$ cat src/rtl/hsx_pkg.sv
package hsx_pkg;

    typedef struct packed {
        logic busy_n;
        logic ack_n;
    } hs_pins_t;

    typedef enum logic [2:0] {
        EV_NONE,
        EV_H2D,
        EV_D2H,
        EV_SYNC,
        EV_END,
        EV_IDLE
    } hs_event_t;

    // Decide what one port write means, given the pair seen at the write before.
    function automatic hs_event_t hs_classify(hs_pins_t now, hs_pins_t prev, logic dir_out);
        hs_event_t ev;
        if (!now.busy_n) begin
            if (now != prev) ev = dir_out ? EV_H2D : EV_D2H;
            else             ev = EV_NONE;
        end else if (!prev.busy_n) begin
            ev = EV_END;
        end else if (now.ack_n != prev.ack_n) begin
            ev = EV_SYNC;
        end else begin
            ev = EV_IDLE;
        end
        return ev;
    endfunction

endpackage

$ cat src/rtl/hsx_sr_delay.sv
module hsx_sr_delay #(
    parameter int DELAY_CYC = 2500
) (
    input  logic clk,
    input  logic rst,
    input  logic trig,
    output logic irq
);
    localparam int CW = $clog2(DELAY_CYC + 1);

    logic [CW-1:0] cnt;
    logic          armed;

    always_ff @(posedge clk) begin
        if (rst) begin
            cnt   <= '0;
            armed <= 1'b0;
            irq   <= 1'b0;
        end else begin
            irq <= 1'b0;
            if (trig) begin
                cnt   <= CW'(DELAY_CYC);
                armed <= 1'b1;
            end else if (armed) begin
                if (cnt == CW'(1)) begin
                    irq   <= 1'b1;
                    armed <= 1'b0;
                end else begin
                    cnt <= cnt - CW'(1);
                end
            end
        end
    end

    // the interrupt is never wider than one cycle
    p_irq_single_r10: assert property (@(posedge clk) disable iff (rst) irq |=> !irq);

endmodule

$ cat src/rtl/hsx_rx_buf.sv
module hsx_rx_buf #(
    parameter int DEPTH = 16
) (
    input  logic                     clk,
    input  logic                     rst,
    input  logic                     push,
    input  logic [7:0]               data,
    input  logic                     clear,
    input  logic [$clog2(DEPTH)-1:0] rd_idx,
    output logic [7:0]               rd_byte,
    output logic [$clog2(DEPTH):0]   count,
    output logic                     full
);
    localparam int IDX_W = $clog2(DEPTH);
    localparam int CNT_W = IDX_W + 1;

    logic [7:0] mem [DEPTH];

    assign full    = (count == CNT_W'(DEPTH));
    assign rd_byte = mem[rd_idx];

    always_ff @(posedge clk) begin
        if (rst) begin
            count <= '0;
        end else if (clear) begin
            count <= '0;
        end else if (push && !full) begin
            mem[count[IDX_W-1:0]] <= data;
            count <= count + CNT_W'(1);
        end
    end

    // the fill count never exceeds the buffer depth
    p_no_overflow_r3: assert property (@(posedge clk) disable iff (rst) count <= CNT_W'(DEPTH));
    // a push into a full buffer leaves the count at depth
    p_full_hold_r3: assert property (@(posedge clk) disable iff (rst)
        (full && push && !clear) |=> (count == CNT_W'(DEPTH)));

endmodule

$ cat src/rtl/hsx_tx_buf.sv
module hsx_tx_buf #(
    parameter int DEPTH = 16
) (
    input  logic                     clk,
    input  logic                     rst,
    input  logic                     wr,
    input  logic [$clog2(DEPTH)-1:0] wr_idx,
    input  logic [7:0]               wr_byte,
    input  logic                     load,
    input  logic [$clog2(DEPTH):0]   len,
    input  logic                     pop,
    output logic [7:0]               cur_byte,
    output logic                     pending,
    output logic                     last
);
    localparam int IDX_W = $clog2(DEPTH);
    localparam int CNT_W = IDX_W + 1;

    logic [7:0]       mem [DEPTH];
    logic [CNT_W-1:0] size;
    logic [CNT_W-1:0] idx;

    assign pending  = (idx < size);
    assign last     = ({1'b0, idx} + (CNT_W+1)'(1)) >= {1'b0, size};
    assign cur_byte = mem[idx[IDX_W-1:0]];

    always_ff @(posedge clk) begin
        if (wr) mem[wr_idx] <= wr_byte;
    end

    always_ff @(posedge clk) begin
        if (rst) begin
            size <= '0;
            idx  <= '0;
        end else if (load) begin
            size <= (len > CNT_W'(DEPTH)) ? CNT_W'(DEPTH) : len;
            idx  <= '0;
        end else if (pop && pending) begin
            idx <= idx + CNT_W'(1);
        end
    end

    // the read position never runs past the pending length
    p_idx_bound_r6: assert property (@(posedge clk) disable iff (rst) idx <= size);
    // a load always restarts reading from byte zero
    p_load_restart_r11: assert property (@(posedge clk) disable iff (rst) load |=> (idx == '0));

endmodule

$ cat src/rtl/hsx_engine.sv
module hsx_engine
    import hsx_pkg::*;
#(
    parameter int DEPTH    = 16,
    parameter int CLK_MHZ  = 125,
    parameter int DELAY_US = 20
) (
    input  logic                     clk,
    input  logic                     rst,
    input  logic                     hs_wr,
    input  logic                     hs_busy_n,
    input  logic                     hs_ack_n,
    input  logic                     sr_dir_out,
    input  logic [7:0]               sr_in,
    output logic [7:0]               sr_out,
    output logic                     req_n,
    input  logic                     rsp_wr,
    input  logic [$clog2(DEPTH)-1:0] rsp_wr_idx,
    input  logic [7:0]               rsp_wr_byte,
    input  logic                     rsp_load,
    input  logic [$clog2(DEPTH):0]   rsp_len,
    input  logic [$clog2(DEPTH)-1:0] rx_rd_idx,
    output logic [7:0]               rx_rd_byte,
    output logic                     pkt_done,
    output logic [$clog2(DEPTH):0]   pkt_len,
    output logic                     ap_block,
    output logic                     sr_irq
);
    localparam int IDX_W     = $clog2(DEPTH);
    localparam int CNT_W     = IDX_W + 1;
    localparam int DELAY_CYC = CLK_MHZ * DELAY_US;

    hs_pins_t         last_pins;
    hs_pins_t         cur_pins;
    hs_event_t        ev;
    logic             rx_push, rx_clear, rx_full;
    logic [CNT_W-1:0] rx_count;
    logic             tx_pop, tx_load, tx_pending, tx_last;
    logic [7:0]       tx_byte;
    logic             trig;

    assign cur_pins = '{busy_n: hs_busy_n, ack_n: hs_ack_n};
    assign ev       = hs_wr ? hs_classify(cur_pins, last_pins, sr_dir_out) : EV_NONE;

    assign rx_push  = (ev == EV_H2D) && !rx_full;
    assign rx_clear = (ev == EV_END);
    assign tx_pop   = (ev == EV_D2H) && tx_pending;
    assign tx_load  = rsp_load && !hs_wr;
    assign trig     = rx_push || tx_pop || (ev == EV_SYNC) || (ev == EV_END) || tx_load;

    hsx_rx_buf #(.DEPTH(DEPTH)) u_rx (
        .clk(clk), .rst(rst), .push(rx_push), .data(sr_in), .clear(rx_clear),
        .rd_idx(rx_rd_idx), .rd_byte(rx_rd_byte), .count(rx_count), .full(rx_full)
    );

    hsx_tx_buf #(.DEPTH(DEPTH)) u_tx (
        .clk(clk), .rst(rst), .wr(rsp_wr), .wr_idx(rsp_wr_idx), .wr_byte(rsp_wr_byte),
        .load(tx_load), .len(rsp_len), .pop(tx_pop),
        .cur_byte(tx_byte), .pending(tx_pending), .last(tx_last)
    );

    hsx_sr_delay #(.DELAY_CYC(DELAY_CYC)) u_dly (
        .clk(clk), .rst(rst), .trig(trig), .irq(sr_irq)
    );

    always_ff @(posedge clk) begin
        if (rst) begin
            last_pins <= '{busy_n: 1'b1, ack_n: 1'b1};
            req_n     <= 1'b1;
            ap_block  <= 1'b0;
            sr_out    <= '0;
            pkt_done  <= 1'b0;
            pkt_len   <= '0;
        end else begin
            pkt_done <= 1'b0;
            if (hs_wr) last_pins <= cur_pins;
            case (ev)
                EV_H2D: begin
                    if (rx_push && rx_count == '0) ap_block <= 1'b1;
                end
                EV_D2H: begin
                    if (tx_pop) begin
                        sr_out <= tx_byte;
                        if (tx_last) begin
                            req_n    <= 1'b1;
                            ap_block <= 1'b0;
                        end
                    end
                end
                EV_SYNC: req_n <= hs_ack_n;
                EV_END: begin
                    pkt_done <= (rx_count != '0);
                    pkt_len  <= rx_count;
                    if (tx_pending) req_n <= 1'b0;
                end
                EV_IDLE: begin
                    if (tx_pending) req_n <= 1'b0;
                end
                default: begin
                    if (tx_load && last_pins.busy_n && rsp_len != '0) req_n <= 1'b0;
                end
            endcase
        end
    end

    // a completion strobe always reports a nonempty packet
    p_done_len_r5: assert property (@(posedge clk) disable iff (rst) pkt_done |-> (pkt_len != '0));
    // the shift output only moves in response to a port write
    p_sr_hold_r6: assert property (@(posedge clk) disable iff (rst) !$past(hs_wr) |-> $stable(sr_out));
    // polling is blocked only by a host-to-device byte during a transfer
    p_block_cause_r4: assert property (@(posedge clk) disable iff (rst)
        $rose(ap_block) |-> ($past(hs_wr) && $past(sr_dir_out) && !$past(hs_busy_n)));
    // the request line is released only by a port write
    p_req_release_r7: assert property (@(posedge clk) disable iff (rst) $rose(req_n) |-> $past(hs_wr));

endmodule

$ cat config.mk
export PLATFORM = sky130hd
export DESIGN_NAME = hsx_engine
export DESIGN_NICKNAME = d
export VERILOG_FILES = /design/src/rtl/hsx_pkg.sv /design/src/rtl/hsx_sr_delay.sv /design/src/rtl/hsx_rx_buf.sv /design/src/rtl/hsx_tx_buf.sv /design/src/rtl/hsx_engine.sv
export SDC_FILE = /design/constraint.sdc
export NUM_CORES = 1
export LEC_CHECK = 0
export BUFFER_PORTS_ARGS = -buffer_cell sky130_fd_sc_hd__buf_2
export CAP_MARGIN = 10
export CORE_ASPECT_RATIO = 0.9
export CORE_MARGIN = 3
export CORE_UTILIZATION = 38
export CTS_CLUSTER_SIZE = 16
export DETAILED_ROUTE_END_ITERATION = 10
export PLACE_DENSITY_LB_ADDON = 0.25
export RECOVER_POWER = 25
export SYNTH_ARGS = -nofsm -noshare
export SYNTH_HDL_FRONTEND = slang
export SYNTH_SLANG_ARGS = --single-unit
$ cat constraint.sdc
create_clock -name clk -period 3.3 [get_ports clk]
set_input_delay 0.495 -clock clk [delete_from_list [all_inputs] [get_ports clk]]
set_output_delay 0.495 -clock clk [all_outputs]
set_load 0.01 [all_outputs]
==> results of run 1 <==
## cell families after synthesis
group / count (synthesis) / synth area share
adders and majority gates: 17 / 0.0174
and+or+nand+nor: 153 / 0.0632
buffers and inverters: 47 / 0.0169
xor gates and xnor gates: 13 / 0.00993
DFF: 303 / 0.706
muxes: 79 / 0.138
AOI/OAI and AO/OA: 90 / 0.0483
## through the flow
stage / hold WS, ps / setup slack (ps)
after floorplan: 432 / 858
after global placement: 443 / 695
after detailed placement: 450 / 688
after CTS: 218 / 683
after global routing: 222 / 633
final: 236 / 706
## state kept, by name, summed over array words and instances, names as in the netlist, 2 cells and up
name,flops
u_tx.size,5
u_dly.cnt,12
last_pins,2
u_tx.idx,5
u_tx.mem,128
pkt_len,5
sr_out,8
u_rx.mem,128
u_rx.count,5
## per-layer routing
| metal | wire length (um) | global-route usage | vias up |
|---|---|---|---|
| li1 | - | - | 2969 |
| met1 | 11300 | 0.209 | 3424 |
| met2 | 12600 | 0.243 | 180 |
| met3 | 1310 | 0.0273 | 36 |
| met4 | 431 | 0.0380 | 0 |
| met5 | 0 | 0 | - |
## worst max-delay path by stage
stage          cells after the start  slack, ps                        to
2_1_floorplan                      6        860  u_rx.mem[3][0]$_DFFE_PP_
3_3_place_gp                       5        700             rx_rd_byte[3]
3_5_place_dp                       5        690             rx_rd_byte[3]
4_1_cts                            5        680             rx_rd_byte[3]
5_1_grt                            5        630             rx_rd_byte[3]
6_report                           5        710             rx_rd_byte[3]
## synthesized netlist by cell type, types with 2 or more instances
cell and number:
mux2i_1 7, xor2_1 6, o21bai_1 2, nand2b_1 8
or3_1 5, nor3_1 14, edfxtp_1 256, a211o_1 2
nor2b_1 11, xnor2_1 6, a21boi_0 2, nand3b_1 8
ha_1 17, a311oi_1 2, o31ai_1 2, buf_1 7
a22oi_1 16, clkbuf_1 12, buf_4 5, o21ai_0 8
nand3_1 9, a21oi_1 34, o211ai_1 2, nor3b_1 4
and2_1 4, nor2_1 50, buf_2 8, or4_1 3
inv_1 14, o211a_1 2, a21o_1 10, dfxtp_1 47
nand2_1 30, mux4_2 72
## cell type report
cell class	instances	area (sq um)
inverters	14	52.6
well taps	409	512
clock inverters	19	238
multi-input cells	352	3390
flip-flops and latches	303	8630
clock buffers	40	893
fillers	2706	17100
repair buffers	86	490
## report_power, final
group	switching [W]	total [W]	leakage, nW	internal, W
logic	0.000222	0.000379	1.42	0.000157
registers	0.0000329	0.00424	2.69	0.00421
clock network	0.00150	0.00377	0.548	0.00227
total	0.00175	0.00839	4.66	0.00664
## critical path: stages
cell	delay (ps)
buf_2	100
buf_12	260
mux4_2	530
mux4_2	530
buf_2	170
==> results.sh, run 1 <==
export IMPL_status="finished clean"
export IMPL_cp_start_kind="input port"
export IMPL_fmax_mhz=385
export IMPL_slew_violations=0
export IMPL_drt_pass1_iterations=5
export IMPL_cts_buffers=34
export IMPL_clk_latency_ps=520
export IMPL_leakagePower_nw=4.66
export IMPL_h_tree_depth=2
export IMPL_p_total_w=0.00839
export IMPL_synth_ff_type="edfxtp_1"
export IMPL_tightest_slew_ps=911
export IMPL_num_vias=6609
export IMPL_area_growth_pct=16.2
export IMPL_cts_resized=0
export IMPL_synth_cell_types=51
export IMPL_cp_required_ps=2800
export IMPL_period_needed_ps=2590
export IMPL_synth_area_leaders="edfxtp_1 63%, mux4_2 13%, dfxtp_1 7.7%"
export IMPL_first_global_vias=6668
export IMPL_place_area_sq_um=13100
export IMPL_synth_seq_cells=303
export IMPL_min_from="rst"
export IMPL_initialDrtViolationCount=512
export IMPL_antenna_cells=0
export IMPL_drcViolationCount=0
export IMPL_slew_headroom=0.390
export IMPL_rows=61
export IMPL_core_sq_um=31300
export IMPL_whs_path_depth=2
export IMPL_routed_via_density=5.40
export IMPL_synth_async_sr_flop_share=0
export IMPL_dp_hpwl_mm=16.6
export IMPL_grt_max_degree=37
export IMPL_ant_nets=0
export IMPL_utilization=0.454
export IMPL_wl_per_cell_um=20.9
export IMPL_vdd_drop_max_mv=0.301
export IMPL_critPathLaunch="rx_rd_idx[0]"
export IMPL_seq_area_frac_synth=0.706
export IMPL_finalNonFillerCells=1223
export IMPL_syn_avg_cell_area_sq_um=17.4
export IMPL_period_share=0.786
export IMPL_fp_dieW_um=195
export IMPL_postCtsSetupRepairBufs=0
export IMPL_min_path_type="input port to flop"
export IMPL_ctsRootBufferMaster="clkbuf_16"
export IMPL_antenna_found_initial=0
export IMPL_criticalPathCategory="input port to primary output"
export IMPL_synth_cells=702
export IMPL_synth_top_area_share=0.629
export IMPL_cts_hold_buffers=0
export IMPL_nets=845
export IMPL_r2r_cells=8
export IMPL_end_kind="primary output"
export IMPL_reg2reg_slack_ps=900
export IMPL_final_area_sq_um=14200
export IMPL_synthesis_nets=756
export IMPL_place_inst=1164
export IMPL_die_h_um=176
export IMPL_path_clk_slew_ps=60
export IMPL_io_buffers=61
export IMPL_worstHoldEndpoint="sr_out[6]$_SDFFE_PP0P_"
export IMPL_r2r_end="req_n$_SDFFE_PP1P_"
export IMPL_final_cell_mix="256 x edfxtp_1, 72 x mux4_2, 50 x nor2_1"
export IMPL_overflow=0
export IMPL_die_area_sq_um=34400
export IMPL_grt_pass1_wl_mm=39.4
export IMPL_critical_path_peak_fanout=32
export IMPL_netlist_area_sq_um=12200
export IMPL_crit_arrival_ps=2100
export IMPL_layout_commonest_cell="edfxtp_1"
export IMPL_cap_violations=0
export IMPL_ys_warn_count=0
export IMPL_power_density_nw_per_um2=590
export IMPL_cts_tree="built"
export IMPL_final_hold_viol_count=0
export IMPL_grt_util_all_layers=0.149
export IMPL_regToRegStartpoint="u_tx.idx[1]$_SDFFE_PP0P_"
export IMPL_setup_viol=0
export IMPL_cts_sinks=303
export IMPL_place_congestion=0.802
export IMPL_yosys_area_top_type="edfxtp_1"
export IMPL_fin_skew_ps=15.8
export IMPL_cts_buffer_depth=3
export IMPL_rsz0062_at_grt="false"
export IMPL_synth_enable_flop_cells=256
export IMPL_drive_gt1_frac=0.251
export IMPL_fin_setup_tns_ps=0
export IMPL_start_util=0.391
export IMPL_io_pins=62
export IMPL_wl_mm=25.6
No activity file was read; power rests on OpenSTA's default activity.
==> inputs of run 2 (changes only) <==
Clock period 3.3 ns to 2.64 ns, I/O delays scaled along.
==> run 2 against run 1 <==
  * Count of clock-buffer cells in the layout down 2
  * Non-clock buffer count up 16
  * Critical path depth shrank 2
  * Final area increased by 0.12%
  * Critical path type is now flop to primary output
  * Register-to-register slack worse by 590 ps
  * Hold slack worse by 150 ps
  * Total power rose by 20%
  * Via count shrank 0.85%
==> results.sh, run 2 (synthesis results as in run 1) <==
export IMPL_nFillCells=2718
export IMPL_area_growth_pct=16.4
export IMPL_dp_hpwl_mm=16.8
export IMPL_nets=858
export IMPL_layout_commonest_cell="edfxtp_1"
export IMPL_setup_viol=0
export IMPL_ctsRootBufferMaster="clkbuf_16"
export IMPL_cp_start_kind="flop"
export IMPL_top_regs="u_rx.mem x128, u_tx.mem x128, u_dly.cnt x12"
export IMPL_status="finished clean"
export IMPL_min_from="rst"
export IMPL_end_kind="primary output"
export IMPL_ant_nets=0
export IMPL_rsz0062_at_grt="false"
export IMPL_slew_headroom=0.454
export IMPL_vdd_drop_max_mv=0.466
export IMPL_cts_tree="built"
export IMPL_fp_dieW_um=195
export IMPL_min_path_type="input port to flop"
export IMPL_cp_slowest_stage_delay_ps=530
export IMPL_combPwrFrac=0.048
export IMPL_grt_pass1_wl_mm=40.1
export IMPL_fin_skew_ps=29.6
export IMPL_cts_buffer_depth=3
export IMPL_rows=61
export IMPL_clk_latency_ps=560
export IMPL_wl_mm=25.5
export IMPL_fmax_mhz=408
export IMPL_antenna_found_initial=1
export IMPL_h_tree_depth=1
export IMPL_crit_arrival_ps=2060
export IMPL_r2r_cells=8
export IMPL_initialDrtViolationCount=468
export IMPL_path_buf_inv=1
export IMPL_place_area_sq_um=13200
export IMPL_cp_required_ps=2240
export IMPL_path_clk_slew_ps=60
export IMPL_drcViolationCount=0
export IMPL_core_sq_um=31300
export IMPL_leakagePower_nw=4.69
export IMPL_p_clk_frac=0.425
export IMPL_routed_via_density=5.30
export IMPL_whs_path_depth=2
export IMPL_cts_resized=0
export IMPL_switching_power_w=0.00203
export IMPL_critical_path_peak_fanout=1
export IMPL_postCtsSetupRepairBufs=0
export IMPL_period_share=0.928
export IMPL_fin_setup_tns_ps=0
export IMPL_place_inst=1180
export IMPL_p_seq_frac=0.527
export IMPL_reg2reg_slack_ps=310
export IMPL_power_density_nw_per_um2=707
export IMPL_first_global_vias=6917
export IMPL_p_sw_frac=0.202
export IMPL_place_congestion=0.800
export IMPL_final_hold_viol_count=0
export IMPL_drt_pass1_iterations=5
export IMPL_grt_max_degree=33
export IMPL_start_util=0.391
export IMPL_final_area_sq_um=14200
export IMPL_power_internal_w=0.00802
export IMPL_cp_common_cell="mux4_2"
export IMPL_slew_violations=0
export IMPL_period_needed_ps=2450
export IMPL_grt_util_all_layers=0.150
export IMPL_r2r_end="u_rx.mem[1][1]$_DFFE_PP_"
export IMPL_wl_per_cell_um=20.7
export IMPL_io_buffers=61
export IMPL_die_area_sq_um=34400
export IMPL_io_pins=62
export IMPL_criticalPathCategory="flop to primary output"
export IMPL_finalNonFillerCells=1236
export IMPL_cts_hold_buffers=0
export IMPL_regToRegStartpoint="u_rx.count[0]$_SDFFE_PP0N_"
export IMPL_cap_violations=0
export IMPL_final_cell_mix="256 x edfxtp_1, 72 x mux4_2, 50 x nor2_1, 50 x buf_2, 46 x dfxtp_1"
export IMPL_cts_sinks=303
export IMPL_p_total_w=0.0101
export IMPL_drive_gt1_frac=0.262
export IMPL_worstPathCellList="mux4_2, mux4_2, buf_2"
export IMPL_worstHoldEndpoint="pkt_len[1]$_SDFFE_PP0P_"
export IMPL_hold_ws_ps=89.8
export IMPL_cts_buffers=31
export IMPL_overflow=0
export IMPL_tightest_slew_ps=816
export IMPL_die_h_um=176
export IMPL_slowest_stage="mux4_2"
export IMPL_num_vias=6553
export IMPL_cpLargestDelayFamily="multiplexers"
==> run 2: changes by cell type in the layout (fill, tap and decap cells not counted), sizes merged <==
cell | previous run | this run
diode | 0 | 1
clkinv | 11 | 9
clkinvlp | 2 | 3
buf | 74 | 91
clkbuf | 52 | 49
inv | 16 | 15
==> run 2: power by group through the flow <==
stage | logic [W] | registers, W | clock network, W
finish | 0.000482 | 0.00530 | 0.00427
global route | 0.000533 | 0.00530 | 0.00457
CTS | 0.000492 | 0.00530 | 0.00437
detailed placement | 0.000491 | 0.00540 | 0
global placement | 0.000474 | 0.00539 | 0
floorplan | 0.000306 | 0.00539 | 0
==> run 2: per-stage QoR <==
step	setup slack, ps	util
final	189	0.455
after global routing	24.1	0.455
after CTS	166	0.455
after detailed placement	241	0.423
after global placement	279	0.423
after floorplan	297	-
==> run 2: how the worst max path moves through the flow <==
stage                              start                         to  slack, ps  depth (start not counted)
6_report       u_rx.mem[15][4]$_DFFE_PP_              rx_rd_byte[4]        190                          3
2_1_floorplan                  hs_busy_n   u_rx.mem[3][0]$_DFFE_PP_        300                          6
4_1_cts         u_rx.mem[3][4]$_DFFE_PP_              rx_rd_byte[4]        170                          3
3_3_place_gp                rx_rd_idx[0]              rx_rd_byte[7]        280                          5
3_5_place_dp                rx_rd_idx[0]              rx_rd_byte[7]        240                          5
5_1_grt         u_tx.idx[0]$_SDFFE_PP0P_  u_dly.cnt[1]$_SDFFE_PP0P_         20                          8
==> run 2: metal layers <==
metal / routed length, um / track usage / up-vias
met3: 1100 / 0.0225 / 40
met1: 11100 / 0.206 / 3388
li1: - / - / 2984
met4: 633 / 0.0419 / 0
met2: 12700 / 0.253 / 141
met5: 0 / 0 / -
==> run 2: area by class of cell <==
| class | count | area (sq um) | share of cell area |
|---|---|---|---|
| sequential | 303 | 8630 | 0.607 |
| timing repair buffer | 102 | 637 | 0.0448 |
| clock buffer | 38 | 812 | 0.0571 |
| multi-input combinational | 352 | 3390 | 0.238 |
| antenna | 1 | 2.50 | 0.000176 |
| inverter | 14 | 52.6 | 0.00369 |
| tap | 409 | 512 | 0.0360 |
| clock inverter | 17 | 193 | 0.0135 |
==> inputs of run 3 (changes only) <==
Settings changed: ABC_AREA set to 1, CORE_MARGIN 3 to not set, SETUP_SLACK_MARGIN set to 0.2.
==> run 3 against run 2 <==
  * Critical path type is now flop to flop
  * Flip-flop and latch count unchanged
  * Total power is 8.0% higher
  * Sequential power barely moved
  * Cell count grew 32%
  * Global-route usage grew 2.5 points
==> results.sh, run 3 <==
export IMPL_cap_violations=0
export IMPL_fp_dieW_um=195
export IMPL_worstHoldEndpoint="u_tx.size[0]$_SDFFE_PP0P_"
export IMPL_antenna_cells=0
export IMPL_cts_buffer_depth=3
export IMPL_min_from="rsp_len[0]"
export IMPL_rows=63
export IMPL_yosys_area_top_type="edfxtp_1"
export IMPL_synth_seq_cells=303
export IMPL_die_area_sq_um=34100
export IMPL_place_congestion=0.891
export IMPL_min_path_type="input port to flop"
export IMPL_synth_top_area_share=0.606
export IMPL_grt_util_all_layers=0.176
export IMPL_synthTopCellsByCount="256 x edfxtp_1, 145 x nor2_1, 121 x o21ai_0"
export IMPL_whs_path_depth=3
export IMPL_fin_skew_ps=20.2
export IMPL_slew_headroom=0.375
export IMPL_rsz0062_at_grt="false"
export IMPL_status="finished clean"
export IMPL_synth_area_leaders="edfxtp_1 61%, dfxtp_1 7.4%, o21ai_0 4.8%"
export IMPL_crit_arrival_ps=2490
export IMPL_drive_gt1_frac=0.143
export IMPL_final_cell_mix="256 x edfxtp_1, 145 x nor2_1, 121 x o21ai_0"
export IMPL_drcViolationCount=0
export IMPL_io_pins=62
export IMPL_final_hold_viol_count=0
export IMPL_overflow=0
export IMPL_synth_cells=1088
export IMPL_start_util=0.386
export IMPL_netlist_area_sq_um=12700
export IMPL_period_needed_ps=2260
export IMPL_setup_viol=0
export IMPL_criticalPathCategory="flop to flop"
export IMPL_io_buffers=61
export IMPL_cp_required_ps=2870
export IMPL_routed_via_density=5.09
export IMPL_wl_mm=29.6
export IMPL_fin_setup_tns_ps=0
export IMPL_cts_buffers=35
export IMPL_syn_avg_cell_area_sq_um=11.7
export IMPL_synthesis_nets=1142
export IMPL_ctsRootBufferMaster="clkbuf_16"
export IMPL_regToRegStartpoint="u_rx.count[0]$_SDFFE_PP0N_"
export IMPL_clk_latency_ps=530
export IMPL_slew_violations=0
export IMPL_synth_enable_flop_cells=256
export IMPL_cp_start_kind="flop"
export IMPL_tightest_slew_ps=938
export IMPL_grt_pass1_wl_mm=45.8
export IMPL_ys_warn_count=0
export IMPL_vdd_drop_max_mv=0.619
export IMPL_drt_pass1_iterations=5
export IMPL_grt_max_degree=66
export IMPL_reg2reg_slack_ps=380
export IMPL_ant_nets=0
export IMPL_initialDrtViolationCount=710
export IMPL_antenna_found_initial=0
export IMPL_layout_commonest_cell="edfxtp_1"
export IMPL_synth_async_sr_flop_share=0
export IMPL_cts_sinks=303
export IMPL_nets=1238
export IMPL_period_share=0.858
export IMPL_synth_ff_type="edfxtp_1"
export IMPL_num_vias=8307
export IMPL_end_kind="flop"
export IMPL_r2r_end="u_rx.mem[5][5]$_DFFE_PP_"
export IMPL_area_growth_pct=16.9
export IMPL_die_h_um=175
export IMPL_fmax_mhz=442
export IMPL_critical_path_peak_fanout=9
export IMPL_top_regs="u_rx.mem x128, u_tx.mem x128, u_dly.cnt x12"
export IMPL_cts_tree="built"
export IMPL_core_sq_um=32900
export IMPL_power_density_nw_per_um2=732
export IMPL_first_global_vias=7887
export IMPL_path_clk_slew_ps=60
export IMPL_synth_cell_types=40
export IMPL_dp_hpwl_mm=18.9
export IMPL_h_tree_depth=2
export IMPL_r2r_cells=10
export IMPL_synth_most_common_cell="edfxtp_1"
export IMPL_wl_per_cell_um=18.1
export IMPL_seq_area_frac_synth=0.680
export IMPL_utilization=0.451
export IMPL_leakagePower_nw=5.53
[run 3: cell types whose count changed after synthesis, sizes merged, moves of 16 or more]
cell / previous run / this run
nand2: 30 / 106
mux2i: 7 / 32
nand3: 9 / 44
mux4: 72 / 0
o22ai: 0 / 32
a22oi: 16 / 0
nor2: 50 / 151
o211ai: 3 / 34
o21ai: 8 / 130
clkbuf: 13 / 37
inv: 14 / 89
[run 3: how the worst max path moves through the flow]
stage / start / end / slack (ps) / depth (start not counted)
finish: u_rx.count[0]$_SDFFE_PP0N_ / u_rx.mem[5][5]$_DFFE_PP_ / 380 / 10
CTS: u_rx.count[0]$_SDFFE_PP0N_ / u_rx.mem[5][5]$_DFFE_PP_ / 270 / 10
global placement: hs_ack_n / u_rx.mem[9][2]$_DFFE_PP_ / 270 / 11
detailed placement: hs_ack_n / u_rx.mem[5][6]$_DFFE_PP_ / 230 / 11
floorplan: hs_ack_n / u_rx.mem[12][0]$_DFFE_PP_ / 370 / 9
global route: u_rx.count[0]$_SDFFE_PP0N_ / u_rx.mem[13][5]$_DFFE_PP_ / 260 / 10
[run 3: routing by layer]
layer / wire, um / global-route usage
met1: 14700 / 0.263
met2: 12400 / 0.257
met3: 1740 / 0.0282
met4: 731 / 0.0599
met5: 0 / 0
[run 3: stage by stage]
| step | worst slack, ps | instances | instance area [sq um] | total power [W] | hold WS [ps] |
|---|---|---|---|---|---|
| after floorplan | 365 | 1088 | 12700 | 0.00586 | 450 |
| after global placement | 274 | 1569 | 13700 | 0.00613 | 446 |
| after detailed placement | 235 | 1569 | 13700 | 0.00614 | 448 |
| after CTS | 272 | 1633 | 14800 | 0.0109 | 87.5 |
| after global routing | 261 | 1633 | 14800 | 0.0112 | 110 |
| final | 376 | 1633 | 14800 | 0.0109 | 104 |
[run 3: cells by family (layout without fill, tap and decap cells)]
group                      Yosys count  after routing  synth area share
and+or+nand+nor                    325            325             0.111
DFF                                303            303             0.680
AOI/OAI and AO/OA                  255            255             0.113
buffers and inverters              144            267            0.0450
muxes                               32             32            0.0253
adders and majority gates           17             17            0.0168
xor gates and xnor gates            12             12           0.00829
[run 3: what timing repair did]
action / CTS / global route
resized for setup: 0 / 2
setup endpoints to repair: 0 / 72
buffers inserted: 0 / 0
hold buffers: 0 / 0
[run 3: power breakdown]
part	total (W)	switching (W)	internal, W
registers	0.00531	0.0000433	0.00527
clock network	0.00482	0.00195	0.00287
logic	0.000727	0.000496	0.000231
[run 3: cell type report]
cell class                      instances  area [sq um]
Clock buffer                           47           951
Clock inverter                         17           206
Fill cell                            3010         18000
Inverter                               95           359
Multi-Input combinational cell        641          3490
Sequential cell                       303          8630
Tap cell                              422           528
Timing Repair Buffer                  108           661
[run 3: critical path, cell delays in order, from the launching register on]
cell and delay (ps):
dfxtp_1 410, inv_1 120, ha_1 230, inv_2 120, nor2_1 90, nand2_1 140
nand3_4 170, nor2_4 180, nand2_1 170, nor2_1 150, buf_4 190
